--- src/rtl/tmr_pkg.sv ---
package tmr_pkg;
  localparam int WORD_W = 32;
  localparam int BASE_W = 2;
  localparam int EXT_W  = 4;
  localparam int PER_W  = BASE_W + EXT_W;

  // control word positions
  localparam int C_WDT_PER = 30;
  localparam int C_WDT_RC  = 28;
  localparam int C_WDT_IE  = 27;
  localparam int C_DEC_IE  = 26;
  localparam int C_FIT_PER = 24;
  localparam int C_FIT_IE  = 23;
  localparam int C_ARLD    = 22;
  localparam int C_WDT_EXT = 17;
  localparam int C_FIT_EXT = 13;

  // status word positions
  localparam int S_WDT_ST = 30;
  localparam int S_DEC_ST = 27;
  localparam int S_FIT_ST = 26;
  localparam logic [WORD_W-1:0] S_DEF_MASK = 32'hFC00_0000;

  typedef struct packed {
    logic [PER_W-1:0] wdt_per;
    logic [1:0]       wdt_rc;
    logic             wdt_ie;
    logic             dec_ie;
    logic [PER_W-1:0] fit_per;
    logic             fit_ie;
    logic             arld;
  } tcr_fields_t;
endpackage

--- src/rtl/tmr_ctl_reg.sv ---
module tmr_ctl_reg
  import tmr_pkg::*;
#(
  parameter bit EXT_EN = 1'b1
) (
  input  logic              clk_i,
  input  logic              rst_ni,
  input  logic              we_i,
  input  logic [WORD_W-1:0] wdata_i,
  output logic [WORD_W-1:0] q_o,
  output tcr_fields_t       fld_o
);
  logic [WORD_W-1:0] q;

  always_ff @(posedge clk_i or negedge rst_ni) begin
    if (!rst_ni)   q <= '0;
    else if (we_i) q <= wdata_i;
  end

  logic [EXT_W-1:0] wdt_ext, fit_ext;

  generate
    if (EXT_EN) begin : g_ext
      assign wdt_ext = q[C_WDT_EXT +: EXT_W];
      assign fit_ext = q[C_FIT_EXT +: EXT_W];
    end else begin : g_no_ext
      assign wdt_ext = '0;
      assign fit_ext = '0;
    end
  endgenerate

  always_comb begin
    fld_o.wdt_per = {wdt_ext, q[C_WDT_PER +: BASE_W]};
    fld_o.fit_per = {fit_ext, q[C_FIT_PER +: BASE_W]};
    fld_o.wdt_rc  = q[C_WDT_RC +: 2];
    fld_o.wdt_ie  = q[C_WDT_IE];
    fld_o.dec_ie  = q[C_DEC_IE];
    fld_o.fit_ie  = q[C_FIT_IE];
    fld_o.arld    = q[C_ARLD];
  end

  assign q_o = q;
endmodule

--- src/rtl/tmr_sts_reg.sv ---
module tmr_sts_reg
  import tmr_pkg::*;
(
  input  logic              clk_i,
  input  logic              rst_ni,
  input  logic              we_i,
  input  logic [WORD_W-1:0] wdata_i,
  input  logic              wdt_set_i,
  input  logic              dec_set_i,
  input  logic              fit_set_i,
  output logic [WORD_W-1:0] q_o
);
  logic [WORD_W-1:0] q, clr, set;

  always_comb begin
    clr = we_i ? (wdata_i & S_DEF_MASK) : '0;
    set = '0;
    set[S_WDT_ST] = wdt_set_i;
    set[S_DEC_ST] = dec_set_i;
    set[S_FIT_ST] = fit_set_i;
  end

  // set after clear: a same-cycle event survives the clear
  always_ff @(posedge clk_i or negedge rst_ni) begin
    if (!rst_ni) q <= '0;
    else         q <= (q & ~clr) | set;
  end

  assign q_o = q;
endmodule

--- src/rtl/tmr_irq_gate.sv ---
module tmr_irq_gate #(
  parameter int N = 3
) (
  input  logic [N-1:0] sts_i,
  input  logic [N-1:0] en_i,
  output logic [N-1:0] irq_o
);
  generate
    for (genvar i = 0; i < N; i++) begin : g_lane
      assign irq_o[i] = sts_i[i] & en_i[i];
    end
  endgenerate
endmodule

--- src/rtl/tmr_ctl_stat.sv ---
module tmr_ctl_stat
  import tmr_pkg::*;
#(
  parameter bit EXT_EN = 1'b1
) (
  input  logic              clk_i,
  input  logic              rst_ni,
  input  logic              ctl_we_i,
  input  logic              sts_we_i,
  input  logic [WORD_W-1:0] wdata_i,
  output logic [WORD_W-1:0] ctl_o,
  output logic [WORD_W-1:0] sts_o,
  input  logic              dec_evt_i,
  input  logic              fit_evt_i,
  input  logic              wdt_evt_i,
  output logic              dec_irq_o,
  output logic              fit_irq_o,
  output logic              wdt_irq_o,
  output logic [PER_W-1:0]  wdt_per_o,
  output logic [PER_W-1:0]  fit_per_o,
  output logic [1:0]        wdt_rc_o,
  output logic              arld_o
);
  localparam int N_IRQ = 3;

  tcr_fields_t       fld;
  logic [N_IRQ-1:0]  irq;

  tmr_ctl_reg #(.EXT_EN(EXT_EN)) i_ctl (
    .clk_i, .rst_ni, .we_i(ctl_we_i), .wdata_i, .q_o(ctl_o), .fld_o(fld)
  );

  tmr_sts_reg i_sts (
    .clk_i, .rst_ni, .we_i(sts_we_i), .wdata_i,
    .wdt_set_i(wdt_evt_i), .dec_set_i(dec_evt_i), .fit_set_i(fit_evt_i),
    .q_o(sts_o)
  );

  tmr_irq_gate #(.N(N_IRQ)) i_gate (
    .sts_i({sts_o[S_WDT_ST], sts_o[S_DEC_ST], sts_o[S_FIT_ST]}),
    .en_i ({fld.wdt_ie, fld.dec_ie, fld.fit_ie}),
    .irq_o(irq)
  );

  assign {wdt_irq_o, dec_irq_o, fit_irq_o} = irq;
  assign wdt_per_o = fld.wdt_per;
  assign fit_per_o = fld.fit_per;
  assign wdt_rc_o  = fld.wdt_rc;
  assign arld_o    = fld.arld;
endmodule

--- config.mk ---
export PLATFORM = sky130hd
export DESIGN_NAME = tmr_ctl_stat
export DESIGN_NICKNAME = d
export VERILOG_FILES = /design/src/rtl/tmr_pkg.sv /design/src/rtl/tmr_ctl_reg.sv /design/src/rtl/tmr_sts_reg.sv /design/src/rtl/tmr_irq_gate.sv /design/src/rtl/tmr_ctl_stat.sv
export SDC_FILE = /design/constraint.sdc
export NUM_CORES = 1
export LEC_CHECK = 0
export BUFFER_PORTS_ARGS = -buffer_cell sky130_fd_sc_hd__buf_2
export CORE_MARGIN = 4
export CORE_UTILIZATION = 38
export DETAILED_ROUTE_END_ITERATION = 7
export PLACE_DENSITY = 0.76
export SLEW_MARGIN = 10
export SYNTH_ARGS = -nofsm -noshare
export SYNTH_HDL_FRONTEND = slang
export SYNTH_SLANG_ARGS = --single-unit
export TNS_END_PERCENT = 50
--- constraint.sdc ---
create_clock -name clk_i -period 0.8 [get_ports clk_i]
set_input_delay 0.16 -clock clk_i [delete_from_list [all_inputs] [get_ports clk_i]]
set_output_delay 0.16 -clock clk_i [all_outputs]
set_load 0.05 [all_outputs]
==> reports/results.txt <==
IO Count = 121
final wirelength = 4345 um
Inserted Clock Buffers = 5
Psw = 2358 uW
dpl hpwl = 2906 um
register bit count reported by yosys = 38
PwrDens = 2226 mW/mm^2
CTS tree = built
register area = 994.7 um^2
# diodes = 0
max-cap violations = 0
Synth top area share = 0.5053
outcome = finished with violations
Layout Cells excl Fill = 296
die extent in x = 78.37 um
Met2 Wirelength = 2353 um
library cells used by synthesis = 11
multi-input logic area = 656.9 um^2
power share of the combinational group = 0.395
Seq/Total Area, Yosys = 0.5053
placed cell count = 273
Yosys top cell by area = dfrtp_1
post-DR vias/cell = 4.139
Clock Power Share = 0.244
Port Buf Inserts = 94
RSZ-0062 raised after global routing = true
PnR worst setup slack = -0.3549 ns
Setup CP Type = register to primary output
drt first pass iters = 3
area delta synth->final = 52.46%
drc violations = 0
CP required = 0.64 ns
Met1 Wirelength = 1533 um
Max Clock Skew = 0 ns
die span in y = 78.37 um
switching portion of total power = 0.3692
crit path DAT = 0.99 ns
Core Box Area = 0.004755 mm^2
Root Buffer = clkbuf_8
final setup vio count = 79
clk slew on worst S/H paths = 0.07 ns
dpl cell area = 0.002270 mm^2
first-pass GRT wire length = 6720 um
CP cell instances = and2_4 -> buf_6
initial antenna violation count = 0
leakage = 0.001444 uW
internal cell power = 4028 uW
GRT Residual Overflow = 0
Worst path slowest cell = dfrtp_2
GRT Total Usage = 0.1435
commonest non-fill, non-tap cells in the layout = buf_6, buf_2, dfrtp_2
routability cong. = 0.7102
Row Count = 25
crit path launch type = register
Period minus WS final = 1.155 ns
YS warnings = 0
largest net degree at the start of global routing = 39
met3 wire len = 401 um
Fin. Hold Viols = 0
max layer used = met4
die area = 0.006142 mm^2
mapped cell area = 0.001882 mm^2
clk buf depth = 2
most common cell after layout, fill and taps aside = buf_6
Mapped Avg Cell Area = 14.70 um^2
vias in the first global route = 1259
Post-DRT Antenna Nets = 0
CP peak stage delay = 0.43 ns
ranking of synthesized cells by area = dfrtp_1, mux2_4, buf_4
final design instance area without fill = 0.002869 mm^2
Fmax = 865.9 MHz
layout cells sized above 1 = 0.8210
Slew Viols, Final = 0
violation count after the first detailed-route iteration = 42
Skew-Pair Late Insertion Delay = 0.28 ns
Final nets = 267
failing checks = negative setup slack
Sequential Power Share = 0.361
wire per inst = 14.68 um
H-tree depth = 2
worst IR drop on VDD = 0.001057 V
Hold Crit Class = input port to register
crit-path leading delay family = flip-flops
crit end category = primary output
Final Cycle Share = 1.444
WP buf/inv = 1
Initial Util = 0.3958
Gate Count Post-Synth = 128
vias post-DR = 1225
hold slack = 0.05334 ns
CTS Sinks = 38
fillcell total = 372
Crit Path Max Fanout = 3
stage by stage:
step	worst slack, ns	total power [uW]	TNS [ns]	util
after global placement	-0.1496	4308	-4.663	0.4774
after CTS	-0.3645	6369	-14.80	0.5868
after floorplan	-0.1556	4211	-5.485	-
final	-0.3549	6386	-14.61	0.6034
after detailed placement	-0.1739	4330	-5.041	0.4774
after global routing	-0.4002	6656	-17.34	0.6034
cell usage after synthesis:
master,count
nand2_1,3
buf_6,1
buf_4,41
buf_12,3
dfrtp_1,38
mux2_2,2
mux2_4,30
a21boi_0,3
conb_1,1
and2_1,3
a21o_1,3
repair_timing:
item | 4_1_cts | 5_1_grt
setup buffers | 9 | 5
hold buffers | 1 | 0
setup endpoints to repair | 59 | 88
resized for setup | 108 | 11
endpoints found under the hold margin | 38 | 0
cell type report:
| class | instances | area share |
|---|---|---|
| Timing Repair Buffer | 113 | 0.3580 |
| Sequential cell | 38 | 0.3467 |
| Multi-Input combinational cell | 70 | 0.2290 |
| Tap cell | 67 | 0.02922 |
| Clock buffer | 7 | 0.02660 |
| Clock inverter | 1 | 0.01047 |
state kept, by name, indices dropped and copies added (netlist names):
signal and flops:
i_ctl.q_o 32, i_sts.q_o 6
power by group through the flow:
stage               registers, uW  logic, uW  clock network (uW)
finish                       2310       2520                1560
floorplan                    2920       1290                   0
detailed placement           2280       2060                   0
CTS                          2290       2450                1630
global placement             2270       2040                   0
global route                 2330       2610                1710
worst register-to-register path, cell delays in order, from the launching register on:
cell	delay (ns)
dfrtp_2	0.42
buf_4	0.14
buf_4	0.12
mux2_4	0.25
layer usage:
metal,vias to the layer above,track usage
li1,553,-
met5,-,0
met3,6,0.04358
met4,0,0.04196
met2,70,0.2526
met1,596,0.1680
cells by family (layout without fill, tap and decap cells):
family | after synthesis | in the layout | synth area share
AND/OR/NAND/NOR | 6 | 6 | 0.01596
flip-flops | 38 | 38 | 0.5053
AO/OA/AOI/OAI | 6 | 6 | 0.02393
other | 1 | 26 | 0.001993
multiplexers | 32 | 32 | 0.2513
buffers and inverters | 45 | 121 | 0.2015
path summary, 6_finish.rpt:
path | start | depth (start not counted) | to | slack [ns]
worst max-delay path | i_ctl.q_o[23] | 2 | fit_irq_o | -0.35
worst min-delay path | fit_evt_i | 2 | i_sts.q_o[26] | 0.05
worst max register to register | i_ctl.q_o[27] | 3 | i_ctl.q_o[27] | -0.24
worst min register to register | i_sts.q_o[27] | 1 | i_sts.q_o[27] | 0.50
max in group asynchronous | rst_ni | 3 | i_sts.q_o[30] | 0.22
min in group asynchronous | rst_ni | 3 | i_ctl.q_o[12] | 0.38
(Power assumes the default switching activity.)
